[src/rtl/pgc_pkg.sv]
package pgc_pkg;

    typedef enum logic [1:0] {
        ST_IDLE    = 2'd0,
        ST_COLLECT = 2'd1,
        ST_DRAIN   = 2'd2,
        ST_HOLD    = 2'd3
    } pgc_state_t;

endpackage

[src/rtl/pgc_page_buf.sv]
module pgc_page_buf #(
    parameter int PAGE_W = 6
) (
    input  logic              clk,
    input  logic              rst_n,
    input  logic              clr_i,
    input  logic              wr_i,
    input  logic [PAGE_W-1:0] wr_off_i,
    input  logic [7:0]        wr_data_i,
    input  logic [PAGE_W-1:0] rd_off_i,
    output logic [7:0]        rd_data_o,
    output logic              rd_mark_o,
    output logic              any_o
);
    localparam int SLOTS = 1 << PAGE_W;

    logic [7:0]       data_q [SLOTS];
    logic [SLOTS-1:0] mark_q;

    for (genvar g = 0; g < SLOTS; g++) begin : g_slot
        logic hit;
        assign hit = wr_i && (wr_off_i == PAGE_W'(g));

        always_ff @(posedge clk) begin
            if (!rst_n) begin
                mark_q[g] <= 1'b0;
                data_q[g] <= 8'h00;
            end else if (clr_i) begin
                mark_q[g] <= 1'b0;
            end else if (hit) begin
                mark_q[g] <= 1'b1;
                data_q[g] <= wr_data_i;
            end
        end
    end

    assign rd_data_o = data_q[rd_off_i];
    assign rd_mark_o = mark_q[rd_off_i];
    assign any_o     = |mark_q;

    // a clear empties the whole buffer
    clr_empties_chk: assert property (@(posedge clk) disable iff (!rst_n)
        clr_i |=> !any_o);

    // a write marks its slot
    wr_marks_chk: assert property (@(posedge clk) disable iff (!rst_n)
        (wr_i && !clr_i) |=> any_o);

endmodule

[src/rtl/pgc_cycle_timer.sv]
module pgc_cycle_timer #(
    parameter int CYCLE_CLKS = 1250000
) (
    input  logic clk,
    input  logic rst_n,
    input  logic kick_i,
    output logic busy_o,
    output logic last_o
);
    localparam int CNT_W = $clog2(CYCLE_CLKS + 1);

    logic [CNT_W-1:0] cnt_q;

    always_ff @(posedge clk) begin
        if (!rst_n) begin
            cnt_q <= '0;
        end else if (kick_i) begin
            cnt_q <= CNT_W'(CYCLE_CLKS);
        end else if (cnt_q != '0) begin
            cnt_q <= cnt_q - 1'b1;
        end
    end

    assign busy_o = (cnt_q != '0);
    assign last_o = (cnt_q == CNT_W'(1));

    // a new window is never started inside a running one
    kick_idle_chk: assert property (@(posedge clk) disable iff (!rst_n)
        kick_i |-> !busy_o);

    // busy only rises after a kick
    rise_after_kick_chk: assert property (@(posedge clk) disable iff (!rst_n)
        $rose(busy_o) |-> $past(kick_i));

endmodule

[src/rtl/pgc_seal_guard.sv]
module pgc_seal_guard #(
    parameter int ROW_W      = 9,
    parameter int SEAL_PAGES = 4
) (
    input  logic             clk,
    input  logic             rst_n,
    input  logic             set_i,
    input  logic [ROW_W-1:0] row_i,
    output logic             sealed_o,
    output logic             row_sealed_o
);
    localparam logic [ROW_W-1:0] FIRST_SEALED_ROW =
        ROW_W'((1 << ROW_W) - SEAL_PAGES);

    logic sealed_q;

    always_ff @(posedge clk) begin
        if (!rst_n) begin
            sealed_q <= 1'b0;
        end else if (set_i) begin
            sealed_q <= 1'b1;
        end
    end

    assign sealed_o     = sealed_q;
    assign row_sealed_o = sealed_q && (row_i >= FIRST_SEALED_ROW);

    // once set the seal never clears before reset
    seal_sticky_chk: assert property (@(posedge clk) disable iff (!rst_n)
        sealed_o |=> sealed_o);

endmodule

[src/rtl/page_commit_unit.sv]
module page_commit_unit
    import pgc_pkg::*;
#(
    parameter int ADDR_W     = 15,
    parameter int PAGE_W     = 6,
    parameter int SEAL_BYTES = 256,
    parameter int CYCLE_CLKS = 1250000
) (
    input  logic              clk,
    input  logic              rst_n,
    input  logic              start_valid,
    input  logic [ADDR_W-1:0] start_addr,
    input  logic              byte_valid,
    input  logic [7:0]        byte_data,
    input  logic              stop_valid,
    input  logic              protect_in,
    input  logic              seal_req,
    output logic              busy,
    output logic              mem_we,
    output logic [ADDR_W-1:0] mem_addr,
    output logic [7:0]        mem_wdata
);
    localparam int PAGE_BYTES = 1 << PAGE_W;
    localparam int ROW_W      = ADDR_W - PAGE_W;
    localparam int SEAL_PAGES = SEAL_BYTES / PAGE_BYTES;
    localparam logic [ADDR_W-1:0] SEAL_BASE =
        ADDR_W'((1 << ADDR_W) - SEAL_BYTES);
    localparam logic [PAGE_W-1:0] LAST_OFF = PAGE_W'(PAGE_BYTES - 1);

    pgc_state_t state_q, state_d;

    logic [ROW_W-1:0]  row_q;
    logic [PAGE_W-1:0] off_q;
    logic [PAGE_W-1:0] drain_q;
    logic              mem_we_q;
    logic [ADDR_W-1:0] mem_addr_q;
    logic [7:0]        mem_wdata_q;

    logic       take_start, take_byte, take_stop, take_seal, commit_go;
    logic       buf_any, buf_mark;
    logic [7:0] buf_rd;
    logic       tmr_busy, tmr_last;
    logic       sealed, row_sealed;

    // Request qualification: start beats byte, byte beats stop.
    assign take_start = start_valid &&
                        (state_q == ST_IDLE || state_q == ST_COLLECT);
    assign take_byte  = byte_valid && !start_valid && (state_q == ST_COLLECT);
    assign take_stop  = stop_valid && !start_valid && !byte_valid &&
                        (state_q == ST_COLLECT);
    assign take_seal  = seal_req && !start_valid && (state_q == ST_IDLE);
    assign commit_go  = take_stop && buf_any && !protect_in && !row_sealed;

    // Next-state logic
    always_comb begin
        state_d = state_q;
        unique case (state_q)
            ST_IDLE: begin
                if (take_start) state_d = ST_COLLECT;        // open
            end
            ST_COLLECT: begin
                if (take_stop) begin
                    state_d = commit_go ? ST_DRAIN : ST_IDLE; // commit / abandon
                end
            end
            ST_DRAIN: begin
                if (drain_q == LAST_OFF) state_d = ST_HOLD;  // drained
            end
            ST_HOLD: begin
                if (tmr_last) state_d = ST_IDLE;             // release
            end
            default: state_d = ST_IDLE;
        endcase
    end

    // State register
    always_ff @(posedge clk) begin
        if (!rst_n) state_q <= ST_IDLE;
        else        state_q <= state_d;
    end

    // Outputs and datapath
    always_ff @(posedge clk) begin
        if (!rst_n) begin
            row_q       <= '0;
            off_q       <= '0;
            drain_q     <= '0;
            mem_we_q    <= 1'b0;
            mem_addr_q  <= '0;
            mem_wdata_q <= '0;
        end else begin
            if (take_start) begin
                row_q <= start_addr[ADDR_W-1:PAGE_W];
                off_q <= start_addr[PAGE_W-1:0];
            end else if (take_byte) begin
                off_q <= off_q + 1'b1;
            end

            if (commit_go) begin
                drain_q <= '0;
            end else if (state_q == ST_DRAIN) begin
                drain_q <= drain_q + 1'b1;
            end

            mem_we_q    <= (state_q == ST_DRAIN) && buf_mark;
            mem_addr_q  <= {row_q, drain_q};
            mem_wdata_q <= buf_rd;
        end
    end

    assign busy      = tmr_busy;
    assign mem_we    = mem_we_q;
    assign mem_addr  = mem_addr_q;
    assign mem_wdata = mem_wdata_q;

    pgc_page_buf #(.PAGE_W(PAGE_W)) u_buf (
        .clk       (clk),
        .rst_n     (rst_n),
        .clr_i     (take_start),
        .wr_i      (take_byte),
        .wr_off_i  (off_q),
        .wr_data_i (byte_data),
        .rd_off_i  (drain_q),
        .rd_data_o (buf_rd),
        .rd_mark_o (buf_mark),
        .any_o     (buf_any)
    );

    pgc_cycle_timer #(.CYCLE_CLKS(CYCLE_CLKS)) u_timer (
        .clk    (clk),
        .rst_n  (rst_n),
        .kick_i (commit_go),
        .busy_o (tmr_busy),
        .last_o (tmr_last)
    );

    pgc_seal_guard #(.ROW_W(ROW_W), .SEAL_PAGES(SEAL_PAGES)) u_seal (
        .clk          (clk),
        .rst_n        (rst_n),
        .set_i        (take_seal),
        .row_i        (row_q),
        .sealed_o     (sealed),
        .row_sealed_o (row_sealed)
    );


    write_in_busy_chk: assert property (@(posedge clk) disable iff (!rst_n)
        mem_we |-> busy);


    busy_state_chk: assert property (@(posedge clk) disable iff (!rst_n)
        busy |-> (state_q == ST_DRAIN || state_q == ST_HOLD));


    protect_block_chk: assert property (@(posedge clk) disable iff (!rst_n)
        (state_q == ST_COLLECT && stop_valid && !start_valid && !byte_valid
         && protect_in) |=> (!busy && !mem_we));


    empty_stop_chk: assert property (@(posedge clk) disable iff (!rst_n)
        (state_q == ST_COLLECT && stop_valid && !start_valid && !byte_valid
         && !buf_any) |=> (!busy && !mem_we));


    seal_region_chk: assert property (@(posedge clk) disable iff (!rst_n)
        (mem_we && sealed) |-> (mem_addr < SEAL_BASE));


    page_row_chk: assert property (@(posedge clk) disable iff (!rst_n)
        mem_we |-> (mem_addr[ADDR_W-1:PAGE_W] == row_q));

endmodule

[config.mk]
export PLATFORM = sky130hd
export DESIGN_NAME = page_commit_unit
export DESIGN_NICKNAME = d
export VERILOG_FILES = /design/src/rtl/pgc_pkg.sv /design/src/rtl/pgc_page_buf.sv /design/src/rtl/pgc_cycle_timer.sv /design/src/rtl/pgc_seal_guard.sv /design/src/rtl/page_commit_unit.sv
export SDC_FILE = /design/constraint.sdc
export NUM_CORES = 1
export LEC_CHECK = 0
export CAP_MARGIN = 10
export CORE_MARGIN = 8
export CORE_UTILIZATION = 55
export CTS_BUF_LIST = sky130_fd_sc_hd__clkbuf_8
export DETAILED_ROUTE_END_ITERATION = 8
export PLACE_DENSITY = 0.81
export SLEW_MARGIN = 15
export SYNTH_ARGS = -nofsm -noshare
export SYNTH_HDL_FRONTEND = slang
export SYNTH_SLANG_ARGS = --single-unit
[constraint.sdc]
create_clock -name clk -period 7.05 [get_ports clk]
set_input_delay 1.41 -clock clk [delete_from_list [all_inputs] [get_ports clk]]
set_output_delay 1.41 -clock clk [all_outputs]
set_load 0.02 [all_outputs]
==> out/qor.csv <==
stage,metric,value,unit
timing,Final setup viols,0,
power_and_ir_drop,combinational share of power,9.6,%
timing,Peak Freq,230,MHz
run_status,status,finished clean,
final_layout,sequential standard cell area,0.0180,mm2
synthesis,Synth Instances,2199,
clock_network,clk sink count,645,
global_route,initial antenna violation count,2,
placement,RePlAce Congestion,0.904,
routing,TritonRoute pass-1 iters,6,
synthesis,commonest cells in the synthesized netlist,"and2_1, edfxtp_1, dfxtp_1",
synthesis,Synth area leaders,"edfxtp_1, and2_1, dfxtp_1",
clock_network,CTS tree,built,
floorplanning,Total Die Area,0.0611,mm2
final_layout,Area growth syn-to-layout,10.1,%
power_and_ir_drop,clock power share,37.7,%
routing,Residual DRC,0,
timing,Max-slew headroom,21.7,%
routing,via-per-instance ratio,6.17,
timing,clk_skew,25.8,ps
timing,worst slew pin tran,1170,ps
synthesis,Post-synth EDFFs,512,
routing,initial DRC count,1884,
final_layout,"Design Area, Final",0.0324,mm2
timing,fin. max-slew vios,0,
power_and_ir_drop,Reg power frac,52.7,%
floorplanning,Die H,247,um
setup_path,crit end category,output port,
run,max-capacitance violation count,0,
clock_network,H-tree depth,3,
global_route,global-route wire length before repair,107,mm
floorplanning,chip width,247,um
final_layout,Multi-input gate area,0.0106,mm2
routing,total vias in the final route,18500,
synthesis,sequential share of the synthesized area,61.4,%
final_layout,final net count,2269,
setup_path,CP arrival,2940,ps
setup_path,flop2flop setup slack,3550,ps
synthesis,"Top FF cell, synth",edfxtp_1,
power_and_ir_drop,Leak Pwr,0.0119,uW
power_and_ir_drop,Power Density,255,mW/mm2
clock_network,CTS Root Cell,clkbuf_8,
synthesis,count of different cell masters after synthesis,66,
clock_network,CTS buffer count,101,
power_and_ir_drop,Int Power,6220,uW
synthesis,most common cell in the netlist,and2_1,
clock_network,PostCTS Resize Cnt,0,
placement,IO buf count,54,
synthesis,Syn Nets,2237,
clock_network,"Setup Fix Bufs, Post-CTS",0,
timing,final hold vios,0,
power_and_ir_drop,Net Sw Power,2050,uW
placement,placed instance count,2816,
synthesis,Synth Register Bits,645,
synthesis,Avg Inst Size Synth,13.4,um2
hold_path,Hold/Removal Path Class,flop to flop,
setup_path,Crit Reg-Reg Startpoint,drain_q[1]$_SDFFE_PP0P_,
placement,Placed Area,0.0303,mm2
hold_path,hold endpoint,row_q[1]$_SDFFE_PN0P_,
global_route,largest net degree at the start of global routing,118,
routing,wire per inst,23.7,um
timing,Final Cycle Share,61.8,%
hold_path,Hold Path Depth,2,
clock_network,"CTS clk-pin slew, worst paths",60,ps
floorplanning,Initial Utilization,55.8,%
clock_network,clk buf depth,3,
timing,setup_tns,0,ps
synthesis,synthesized area,0.0294,mm2
setup_path,Worst setup SP type,flop,
synthesis,Syn. warnings,0,
timing,Final WS setup,2700,ps
hold_path,Hold Crit Start,row_q[1]$_SDFFE_PN0P_,
final_layout,share of cells above drive strength 1,14.8,%
setup_path,FF-to-FF End,mem_wdata[0]$_SDFF_PN0_,
global_route,Overall Global Routing Usage,23.0,%
power_and_ir_drop,Worst VDD drop,259,uV
power_and_ir_drop,Switching Fraction,24.8,%
final_layout,fill cell count,3806,
routing,Final ANT Viol Nets,0,
timing,RSZ-0062 raised after global routing,false,
floorplanning,Core ar.,0.0527,mm2
global_route,Overflow after GRT,0,
routing,final WL,71.2,mm
timing,min Tclk post-route,4350,ps
synthesis,"FFs w/ async S/R, synth",0,%
setup_path,CP max FO,6,
clock_network,clock latency on the worst-skew pair,690,ps
setup_path,FF-to-FF path depth,6,
clock_network,Hold Buf Count CTS,0,
placement,dpl ws,2340,ps
placement,DP Wirelength,45.3,mm
floorplanning,I/O pin count,55,
synthesis,Yosys top cell area share,52.3,%
global_route,number of global-route vias before repair,18400,
final_layout,final core occ,61.5,%
final_layout,Layout Cells excl Fill,3006,
setup_path,Setup CP Type,flop to output port,
floorplanning,Rows,84,
setup_path,Critical Path RT,5640,ps
synthesis,"area leader, netlist",edfxtp_1,
==> layout by cell type, fill, tap and decap left out, types with 11 or more instances in the layout <==
cell / netlist / routed
a211oi_1: 26 / 26
a21o_1: 64 / 64
a21oi_1: 21 / 21
a22o_1: 24 / 24
a22oi_1: 18 / 18
a31oi_1: 11 / 11
and2_1: 527 / 527
buf_4: 11 / 36
clkbuf_8: 0 / 116
clkdlybuf4s50_1: 0 / 45
clkinv_1: 0 / 21
clkinv_2: 0 / 12
dfxtp_1: 133 / 130
edfxtp_1: 512 / 512
inv_1: 9 / 41
mux2_2: 32 / 32
mux2i_1: 114 / 114
mux4_2: 78 / 78
nand2_1: 66 / 66
nand4_1: 17 / 17
nor2_1: 77 / 76
nor2_4: 20 / 21
nor3_1: 21 / 21
nor4_1: 21 / 21
o21ai_0: 65 / 34
o21ai_1: 0 / 31
o22ai_1: 34 / 34
xnor2_1: 21 / 21
==> routing by layer <==
layer	track usage, %	up-vias	routed length [um]
met5	0	-	32
li1	-	8158	-
met3	5.29	165	6940
met2	37.2	1026	34000
met1	29.7	9195	27700
met4	9.73	4	2490
==> worst max-delay path, stage by stage, from the launching register on <==
cell,delay (ps)
dfxtp_1,350
nor4_1,580
nor4b_4,460
or2b_1,310
clkdlybuf4s50_1,560
==> power groups by stage <==
stage,clock (uW),combinational (uW),sequential [uW]
after global routing,3300,861,4370
after CTS,3140,788,4350
after floorplan,0,605,4400
final,3120,792,4350
after global placement,0,757,4420
after detailed placement,0,776,4430
==> sequential cells by signal, indices dropped and copies added (netlist names), named ones only <==
register,count
mem_we,1
mem_wdata,8
off_q,6
row_q,9
u_buf.mark_q,64
mem_addr,15
state_q,1
u_seal.sealed_o,1
drain_q,6
u_buf.data_q,512
u_timer.cnt_q,21
==> how the worst max path moves through the flow <==
stage / slack (ps) / endpoint / startpoint
5_1_grt: 2530 / busy / u_timer.cnt_q[9]$_SDFFE_PN0P_
3_5_place_dp: 2340 / u_buf.data_q[19][0]$_SDFFCE_PN0P_ / rst_n
4_1_cts: 2590 / busy / u_timer.cnt_q[9]$_SDFFE_PN0P_
6_report: 2700 / busy / u_timer.cnt_q[9]$_SDFFE_PN0P_
2_1_floorplan: 3630 / u_buf.data_q[16][0]$_SDFFCE_PN0P_ / start_valid
3_3_place_gp: 2370 / u_buf.data_q[4][1]$_SDFFCE_PN0P_ / start_valid
==> through the flow <==
stage	power (uW)	hold slack [ps]
floorplan	5010	430
global placement	5180	444
detailed placement	5210	449
CTS	8280	457
global route	8530	484
finish	8260	460
==> logic make-up (layout without fill, tap and decap cells) <==
logic type                 after synthesis  count (layout)  share of synthesized area, %
and+or+nand+nor                        821             821                          16.8
DFF                                    645             645                          61.4
AOI/OAI and AO/OA                      301             301                          7.03
muxes                                  224             224                          11.1
buffers and inverters                  172             290                          2.52
xor gates and xnor gates                28              28                         0.835
adders and majority gates                8               8                         0.341
other                                    0               1                             0
==> layout make-up <==
class | instances | area share, %
well taps | 688 | 2.66
clock buffers | 116 | 4.93
multi-input cells | 1382 | 32.8
repair buffers | 91 | 2.43
inverters | 10 | 0.116
diodes | 1 | 0.00773
flip-flops and latches | 645 | 55.8
clock inverters | 73 | 1.27
No activity file was read; power rests on OpenSTA's default activity.
